[src/rtl/serial_dac_pkg.sv]
package serial_dac_pkg;
  localparam int FRAME_BITS = 24;
  localparam int CMD_W      = 2;
  localparam int ADDR_W     = 3;
  localparam int FIELD_W    = 16;
  localparam int CNT_W      = $clog2(FRAME_BITS + 1);

  typedef enum logic [CMD_W-1:0] {
    CMD_WRITE = 2'b00,
    CMD_RSV1  = 2'b01,
    CMD_RSV2  = 2'b10,
    CMD_RSV3  = 2'b11
  } cmd_e;

  localparam logic [ADDR_W-1:0] ADDR_CH_A  = 3'b000;
  localparam logic [ADDR_W-1:0] ADDR_CH_B  = 3'b001;
  localparam logic [ADDR_W-1:0] ADDR_BOTH  = 3'b111;
endpackage

[src/rtl/pin_sync.sv]
module pin_sync #(
  parameter int          W     = 5,
  parameter logic [W-1:0] RST_V = '1
) (
  input  logic         clk,
  input  logic         rst_n,
  input  logic [W-1:0] pins,
  output logic [W-1:0] lvl
);
  for (genvar i = 0; i < W; i++) begin : g_bit
    logic s1_q, s2_q;
    always_ff @(posedge clk or negedge rst_n) begin
      if (!rst_n) begin
        s1_q <= RST_V[i];
        s2_q <= RST_V[i];
      end else begin
        s1_q <= pins[i];
        s2_q <= s1_q;
      end
    end
    assign lvl[i] = s2_q;
  end
endmodule

[src/rtl/fall_detect.sv]
module fall_detect #(
  parameter int W = 3
) (
  input  logic         clk,
  input  logic         rst_n,
  input  logic [W-1:0] lvl,
  output logic [W-1:0] fall
);
  logic [W-1:0] prev_q;

  always_ff @(posedge clk or negedge rst_n) begin
    if (!rst_n) prev_q <= '1;
    else        prev_q <= lvl;
  end

  assign fall = prev_q & ~lvl;
endmodule

[src/rtl/frame_shifter.sv]
module frame_shifter
  import serial_dac_pkg::*;
#(
  parameter int RES = 16,
  localparam int OUT_W = CMD_W + ADDR_W + RES
) (
  input  logic             clk,
  input  logic             rst_n,
  input  logic             sel_n,
  input  logic             bit_stb,
  input  logic             bit_val,
  input  logic             abort,
  output logic             done,
  output logic [OUT_W-1:0] frame
);
  logic [FRAME_BITS-1:0] sh_q, sh_d;
  logic [CNT_W-1:0]      cnt_q, cnt_d;
  logic                  lock_q, lock_d;
  logic                  done_q, done_d;

  always_comb begin
    sh_d   = sh_q;
    cnt_d  = cnt_q;
    lock_d = lock_q;
    done_d = 1'b0;
    if (sel_n) begin
      cnt_d  = '0;
      lock_d = 1'b0;
    end else if (abort) begin
      cnt_d  = '0;
      lock_d = 1'b1;
    end else if (bit_stb && !lock_q) begin
      sh_d  = {sh_q[FRAME_BITS-2:0], bit_val};
      cnt_d = cnt_q + 1'b1;
      if (cnt_q == CNT_W'(FRAME_BITS - 1)) begin
        lock_d = 1'b1;
        done_d = 1'b1;
      end
    end
  end

  always_ff @(posedge clk or negedge rst_n) begin
    if (!rst_n) begin
      sh_q   <= '0;
      cnt_q  <= '0;
      lock_q <= 1'b0;
      done_q <= 1'b0;
    end else begin
      sh_q   <= sh_d;
      cnt_q  <= cnt_d;
      lock_q <= lock_d;
      done_q <= done_d;
    end
  end

  assign done  = done_q;
  assign frame = sh_q[FRAME_BITS-1 -: OUT_W];
endmodule

[src/rtl/dac_reg_bank.sv]
module dac_reg_bank
  import serial_dac_pkg::*;
#(
  parameter int             RES      = 16,
  parameter int             NCH      = 2,
  parameter logic [RES-1:0] CLR_CODE = '0,
  localparam int            IN_W     = CMD_W + ADDR_W + RES
) (
  input  logic                    clk,
  input  logic                    rst_n,
  input  logic                    done,
  input  logic [IN_W-1:0]         frame,
  input  logic                    sync_mode,
  input  logic                    ld_fall,
  input  logic                    clr_fall,
  output logic [NCH-1:0][RES-1:0] inp,
  output logic [NCH-1:0][RES-1:0] dac,
  output logic                    clr_flag
);
  logic [CMD_W-1:0]  cmd;
  logic [ADDR_W-1:0] addr;
  logic [RES-1:0]    code;
  logic              is_write;

  assign cmd      = frame[IN_W-1 -: CMD_W];
  assign addr     = frame[RES +: ADDR_W];
  assign code     = frame[RES-1:0];
  assign is_write = done && (cmd_e'(cmd) == CMD_WRITE);

  for (genvar c = 0; c < NCH; c++) begin : g_ch
    logic [RES-1:0] inp_q, inp_d, dac_q, dac_d;
    logic           hit;

    assign hit = is_write &&
                 ((addr == ADDR_W'(c)) || (addr == ADDR_BOTH));

    always_comb begin
      inp_d = inp_q;
      dac_d = dac_q;
      if (clr_fall) begin
        inp_d = CLR_CODE;
        dac_d = CLR_CODE;
      end else begin
        if (ld_fall)
          dac_d = inp_q;
        if (hit) begin
          inp_d = code;
          if (sync_mode) dac_d = code;
        end
      end
    end

    always_ff @(posedge clk or negedge rst_n) begin
      if (!rst_n) begin
        inp_q <= CLR_CODE;
        dac_q <= CLR_CODE;
      end else begin
        inp_q <= inp_d;
        dac_q <= dac_d;
      end
    end

    assign inp[c] = inp_q;
    assign dac[c] = dac_q;
  end

  logic flag_q, flag_d;

  always_comb begin
    flag_d = flag_q;
    if (clr_fall)  flag_d = 1'b1;
    else if (done) flag_d = 1'b0;
  end

  always_ff @(posedge clk or negedge rst_n) begin
    if (!rst_n) flag_q <= 1'b0;
    else        flag_q <= flag_d;
  end

  assign clr_flag = flag_q;
endmodule

[src/rtl/serial_dac_frontend.sv]
module serial_dac_frontend
  import serial_dac_pkg::*;
#(
  parameter int RES       = 16,
  parameter bit MID_RESET = 1'b0,
  localparam int NCH      = 2,
  localparam logic [RES-1:0] CLR_CODE =
    MID_RESET ? (RES'(1) << (RES - 1)) : '0,
  localparam int HDR_W    = CMD_W + ADDR_W + RES
) (
  input  logic           clk,
  input  logic           rst_n,
  input  logic           sync_n,
  input  logic           sclk_in,
  input  logic           din,
  input  logic           load_n,
  input  logic           clear_n,
  output logic [RES-1:0] dac_a,
  output logic [RES-1:0] dac_b,
  output logic           clear_mode
);
  // pin order: 0 select, 1 data, 2 serial clock, 3 load strobe, 4 clear
  logic [4:0] lvl;
  logic [2:0] falls;

  pin_sync #(.W(5), .RST_V(5'b11101)) u_sync (
    .clk  (clk),
    .rst_n(rst_n),
    .pins ({clear_n, load_n, sclk_in, din, sync_n}),
    .lvl  (lvl)
  );

  fall_detect #(.W(3)) u_edges (
    .clk  (clk),
    .rst_n(rst_n),
    .lvl  (lvl[4:2]),
    .fall (falls)
  );

  logic sck_fall, ld_fall, clr_fall;
  assign sck_fall = falls[0];
  assign ld_fall  = falls[1];
  assign clr_fall = falls[2];

  logic             frame_done;
  logic [HDR_W-1:0] frame_word;

  frame_shifter #(.RES(RES)) u_shift (
    .clk    (clk),
    .rst_n  (rst_n),
    .sel_n  (lvl[0]),
    .bit_stb(sck_fall),
    .bit_val(lvl[1]),
    .abort  (clr_fall),
    .done   (frame_done),
    .frame  (frame_word)
  );

  logic [NCH-1:0][RES-1:0] inp_regs, dac_regs;

  dac_reg_bank #(.RES(RES), .NCH(NCH), .CLR_CODE(CLR_CODE)) u_bank (
    .clk      (clk),
    .rst_n    (rst_n),
    .done     (frame_done),
    .frame    (frame_word),
    .sync_mode(~lvl[3]),
    .ld_fall  (ld_fall),
    .clr_fall (clr_fall),
    .inp      (inp_regs),
    .dac      (dac_regs),
    .clr_flag (clear_mode)
  );

  assign dac_a = dac_regs[0];
  assign dac_b = dac_regs[1];
endmodule

[config.mk]
export PLATFORM = sky130hd
export DESIGN_NAME = serial_dac_frontend
export DESIGN_NICKNAME = d
export VERILOG_FILES = /design/src/rtl/serial_dac_pkg.sv /design/src/rtl/pin_sync.sv /design/src/rtl/fall_detect.sv /design/src/rtl/frame_shifter.sv /design/src/rtl/dac_reg_bank.sv /design/src/rtl/serial_dac_frontend.sv
export SDC_FILE = /design/constraint.sdc
export NUM_CORES = 1
export LEC_CHECK = 0
export ABC_AREA = 1
export BUFFER_PORTS_ARGS = -buffer_cell sky130_fd_sc_hd__buf_2
export CAP_MARGIN = 5
export CORE_MARGIN = 3
export CORE_UTILIZATION = 35
export CTS_CLUSTER_DIAMETER = 30
export DETAILED_ROUTE_END_ITERATION = 8
export PLACE_DENSITY = 0.52
export SLEW_MARGIN = 0
export SYNTH_ARGS = -nofsm -noshare
export SYNTH_HDL_FRONTEND = slang
export SYNTH_SLANG_ARGS = --single-unit
[constraint.sdc]
create_clock -name clk -period 1.52 [get_ports clk]
set_input_delay 0.076 -clock clk [delete_from_list [all_inputs] [get_ports clk]]
set_output_delay 0.076 -clock clk [all_outputs]
set_load 0.01 [all_outputs]
## Word level (Yosys, flattened, before mapping)

Cells that the tools add are included.

- Reduce and logical (&&, ||, !) cells: 16
- Bitwise gates (word level): 4
- Add/subtract/negate cells: 1
- Multiplexer cells: 25
- Eq/ne operators: 3

Operators by type and width:

| kind | count |
|---|---|
| 2-to-1 mux 16 bit | 12 |
| 2-to-1 mux 5 bit | 3 |
| 2-to-1 mux 1 bit | 10 |
| nonzero test 2 bit | 3 |
| nonzero test 3 bit | 2 |
| adder 5 x 1 -> 5 bit, second input constant | 1 |
| == test 5 bit, second input constant | 1 |
| logical AND 1 bit | 4 |
| bitwise AND 3 bit | 1 |
| == test 3 x 1 -> 1 bit, second input constant | 1 |
| == test 3 bit, second input constant | 1 |
| logical NOT 3 bit | 1 |
| inverter 3 bit | 1 |
| AND reduction 3 bit | 1 |
| logical NOT 2 bit | 1 |
| logical OR 1 bit | 2 |
| inverter 1 bit | 2 |
| AND reduction 2 bit | 1 |
| logical NOT 1 bit | 1 |

- Input bits: 7
- Word-level logic and storage cells: 69
- Output and inout port bits: 33
- Register bits: 109

## Longest topological paths before layout

- Word-level depth: 6
- Depth in mapped cells: 8
- Depth with buffers taken out: 8

## By module

From an unflattened synthesis, not the netlist that was laid out.

- Cells, all modules: 757
- Area total of the unflattened synthesis: 5,641.7 µm²

Modules (own cells, without submodules):

| module | cells each | area an instance (µm²) | times used | seq. area each (µm²) |
|---|---|---|---|---|
| dac_reg_bank | 564 | 3,741.1 | 1 | 1,626.6 |
| frame_shifter | 168 | 1,490.2 | 1 | 775.7 |
| pin_sync | 15 | 297.8 | 1 | 260.2 |
| fall_detect | 9 | 108.9 | 1 | 78.8 |
| serial_dac_frontend | 1 | 3.8 | 1 | 0.0 |

## Worst setup path before layout

OpenSTA, ideal clock, no wires.

- Kind: register to register
- Start point: register u_edges.prev_q[2]
- End point: register u_shift.cnt_q[0]
- Library setup time: 131 ps
- Buffers on the path: 1
- Path slack: 79 ps
- Clock period less this slack: 1,441 ps
- Required time: 1,389 ps
- Arrival: 1,310 ps
- Cell stages (with the launch flop): 7
- Cells stage by stage: dfstp_2 > inv_1 > nor2_2 > nor2_1 > nand2_1 > clkbuf_1 > o21ai_0

- Word-level cells in the longest chain between the ends: 3
- Elaborated cells between the ends (all ways): 4
- Classes of those cells: 2 x mux; 1 x bitwise; 1 x reduce/logical

RTL lines:

| what | line | text |
|---|---|---|
| start, declared | fall_detect.sv:9 | `logic [W-1:0] prev_q;` |
| start signal, assigned | fall_detect.sv:13 | `else prev_q <= lvl;` |
| bitwise AND 3 bit * | fall_detect.sv:16 | `assign fall = prev_q & ~lvl;` |
| 2-to-1 mux 5 bit | frame_shifter.sv:29 | `end else if (abort) begin` |
| 2-to-1 mux 5 bit | frame_shifter.sv:26 | `if (sel_n) begin` |
| end signal, assigned | frame_shifter.sv:50 | `cnt_q <= cnt_d;` |
| end, declared | frame_shifter.sv:17 | `logic [CNT_W-1:0] cnt_q, cnt_d;` |

Every way passes the cells marked *; elsewhere a longest branch is shown, timed or not.
A chain may end at the register's enable or synchronous reset.

## Worst setup path in the final report

- Start point: register u_edges.prev_q[2]
- End point: register u_bank.g_ch[0].inp_q[9]

- Word-level cells in the longest chain between the ends: 2
- Elaborated cells between the ends (all ways): 3
- Classes of those cells: 1 x mux; 1 x bitwise; 1 x reduce/logical

RTL lines:

| what | line | text |
|---|---|---|
| bitwise AND 3 bit * | fall_detect.sv:16 |  |
| 2-to-1 mux 16 bit / nonzero test 2 bit (equally long branches) | - |  |
| end signal, assigned | dac_reg_bank.sv:58 | `inp_q <= inp_d;` |
| end, declared | dac_reg_bank.sv:31 | `logic [RES-1:0] inp_q, inp_d, dac_q, dac_d;` |

Marked as above.

==> impl_metrics.yaml <==
detailed_routing:
  route.detailed.vias_per_inst: 4.691
  wl_per_cell_um: 14.49
  via_count: 3856
  drt_iter0_drc: 309
  drt-total-wl_um: 11910
  drc: 0
  ant_nets: 0
  dr.pass1.iters: 5
clocking:
  numCtsBuffers: 9
  clock_sinks: 109
  tritoncts: "done"
  cts_root_buffer: "clkbuf_16"
  clkTransAtPathRegs_ns: 0.07
  clkLatencyLatePin_ns: 0.35
  cts_max_level: 3
  clk_path_buf_depth: 2
synthesis:
  synth_area_mm2: 0.004793
  ys_ff_latch: 109
  syn-num-nets: 599
  synth.distinct_cells: 24
  synth_area_per_cell_um2: 8.111
  yosys-top-cells-area: "dfrtp_1 (51%), nand2_1 (14%), o21ai_0 (9.7%), dfstp_2 (6.0%), nor2_1 (4.7%)"
  synth-seq-area-share_pct: 57.19
  synthCells: 591
  synth_warnings: 0
  synth.top_cell.area_share_pct: 51.16
  synth_area_leader_cell: "dfrtp_1"
timing:
  final_max_slew_viol_count: 0
  finalHoldViolCount: 0
  fmax_mhz: 689.7
  max-slew-margin-rel_pct: 77.13
  setup_viol_count_final: 0
  period_share_pct: 95.38
  tightest_slew_ns: 0.3431
  skew_ns: 0.007136
  rsz0062_at_grt: "yes"
  final.setup.worst_slack_ns: 0.07015
  layout_min_cycle_time_ns: 1.450
placement:
  gp_congestion: 0.8091
  port_buffers: 39
  place_hpwl_um: 7718
  dp_cells: 798
  dpl_cell_area_mm2: 0.005364
  pre_cts_ws_ns: -0.02023
run_status:
  status: "finished, final reports clean"
power_and_ir_drop:
  vdd_ir_drop_max_v: 0.0004591
  power_frac_seq_pct: 53.5
  power.total_mw: 5.617
  switching_share_pct: 23.60
  p_per_area_mw_per_mm2: 967.1
  intPower_mw: 4.292
  pwr-share-clk_pct: 39.4
  combPwrFrac_pct: 7.0
  cellLeakagePower_nw: 2.666
  p_sw_mw: 1.326
die:
  dieArea_mm2: 0.01514
  io_pins: 40
  core_mm2: 0.01330
  die_h_um: 123.0
  die_x_um: 123.0
  initial_core_util_pct: 36.05
  num_rows: 42
hold_path:
  hp-class: "in -> async"
setup_path:
  cp-end-kind: "flop"
  critPathSlowestCell: "dfstp_2"
  path_class: "reg -> reg"
  r2r_cells: 7
  critPathArrivalTime_ns: 1.68
  crit_fanout: 12
  critPathLaunchType: "flop"
  r2r-start: "u_edges.prev_q[2]"
  setup.worst_path.start: "u_edges.prev_q[2]"
  cpPeakStageDelay_ns: 0.52
  r2r_end: "u_bank.g_ch[0].inp_q[9]"
  crit_end: "u_bank.g_ch[0].inp_q[9]"
  r2r_setup_slack_ns: 0.07
  crit_chain: "inv_1, nor2_4, buf_4, bufbuf_16, nor2_1, nand2_1, o21ai_0"
  crit_required_ns: 1.76
cells_and_area:
  drive_above_1_share_pct: 17.03
  area_delta_synth_final_pct: 21.17
  finalInstanceArea_mm2: 0.005808
  instances_no_fill: 822
  fillers: 1341
  regArea_mm2: 0.002744
  multi_input_area_mm2: 0.001743
  diodes: 0
  layout.nets: 650
grt:
  grt.overflow.total: 0
  antenna_found_initial: 0
  grt_pass1_vias: 3654
  grt_usage_pct: 16.77
  grt_first_pass_wirelength_um: 19630
  grt_max_degree: 57
flow_run:
  cap_violations: 0
-- how the worst min path moves through the flow --
stage | from | end | cells after the start | slack, ns
floorplan | rst_n | u_bank.clr_flag | 0 | -0.22
global placement | rst_n | u_bank.g_ch[0].dac_q[6] | 1 | -0.01
detailed placement | rst_n | u_bank.g_ch[0].dac_q[6] | 1 | -0.005
CTS | rst_n | u_bank.g_ch[0].dac_q[6] | 2 | 0.16
global route | rst_n | u_bank.g_ch[0].dac_q[5] | 2 | 0.19
finish | rst_n | u_bank.g_ch[0].dac_q[5] | 2 | 0.16
-- cells in the final DEF, fill, tap and decap left out, types with 10 or more instances in the layout --
cell type  instances
a21oi_1           17
buf_2             38
buf_4             13
clkbuf_16         10
dfrtp_1           96
dfstp_2           11
inv_1             55
nand2_1          177
nand3_1           22
nor2_1            57
o21ai_0           89
o21ai_1           11
-- layer usage --
layer | wire length [um] | vias up | GRT usage [%]
li1 | - | 1964 | -
met1 | 6305 | 1798 | 26.63
met2 | 4873 | 82 | 22.45
met3 | 534 | 12 | 2.790
met4 | 198 | 0 | 6.644
met5 | 0 | - | 0
-- final cells by class --
type,count,area share (%)
clock buffer,12,4.416
clock inverter,3,0.3662
inverter,59,3.899
multi-input combinational,394,30.01
sequential,109,47.24
tap,176,3.791
timing repair buffer,69,10.28
-- timing repair --
item,in CTS,in global routing
setup endpoints to repair,22,73
cloned,1,0
pin swaps,1,2
setup buffers,1,1
hold buffers,6,0
endpoints found under the hold margin,103,0
gates resized for setup,2,21
-- stage by stage --
stage	hold slack [ns]	util [%]	setup TNS (ns)
4_1_cts	0.1571	43.23	0
3_3_place_gp	-0.01021	40.34	0
2_1_floorplan	-0.2196	-	0
6_report	0.1565	43.69	0
5_1_grt	0.1926	43.69	-0.02215
3_5_place_dp	-0.004559	40.34	-0.04655
-- registers in the layout, indices dropped and copies added (netlist names) --
signal	flops
u_bank.clr_flag	1
u_edges.prev_q	3
u_sync.g_bit.s2_q	5
u_sync.g_bit.s1_q	5
u_bank.g_ch.dac_q	32
u_bank.g_ch.inp_q	32
u_shift.cnt_q	5
u_shift.done	1
u_shift.sh_q	24
u_shift.lock_q	1
-- cells in the mapped netlist --
cell / number
nand2_1: 180
dfrtp_1: 98
o21ai_0: 93
nor2_1: 60
inv_1: 57
nand3_1: 22
a21oi_1: 18
buf_2: 14
clkbuf_1: 13
dfstp_2: 11
o21ai_1: 8
nand2_2: 3
nor2_2: 2
nor3_1: 2
a31oi_1: 1
and3_1: 1
buf_1: 1
buf_4: 1
clkinv_1: 1
ha_1: 1
inv_2: 1
nor2_4: 1
o21ai_2: 1
o31ai_1: 1
-- power groups by stage --
stage | Sequential [mW] | Combinational, mW | Clock (mW)
after floorplan | 3.05 | 0.162 | 0
after global placement | 3.06 | 0.355 | 0
after detailed placement | 3.06 | 0.359 | 0
after CTS | 3.01 | 0.388 | 2.32
after global routing | 3.01 | 0.435 | 2.42
final | 3.01 | 0.394 | 2.22
-- worst max-delay path: cells and delay by family (launching register included) --
| kind | cells | cell delay (ns) |
|---|---|---|
| flip-flops | 1 | 0.52 |
| buffers and inverters | 3 | 0.48 |
| AO/OA/AOI/OAI | 1 | 0.07 |
| AND/OR/NAND/NOR | 3 | 0.26 |
-- kinds of logic after synthesis --
family / share of synthesized area (%)
buffers and inverters: 7.335
flip-flops: 57.19
AND/OR/NAND/NOR: 22.32
adder cells (fa/ha/maj): 0.2610
AO/OA/AOI/OAI: 12.90
(Power assumes the default switching activity.)
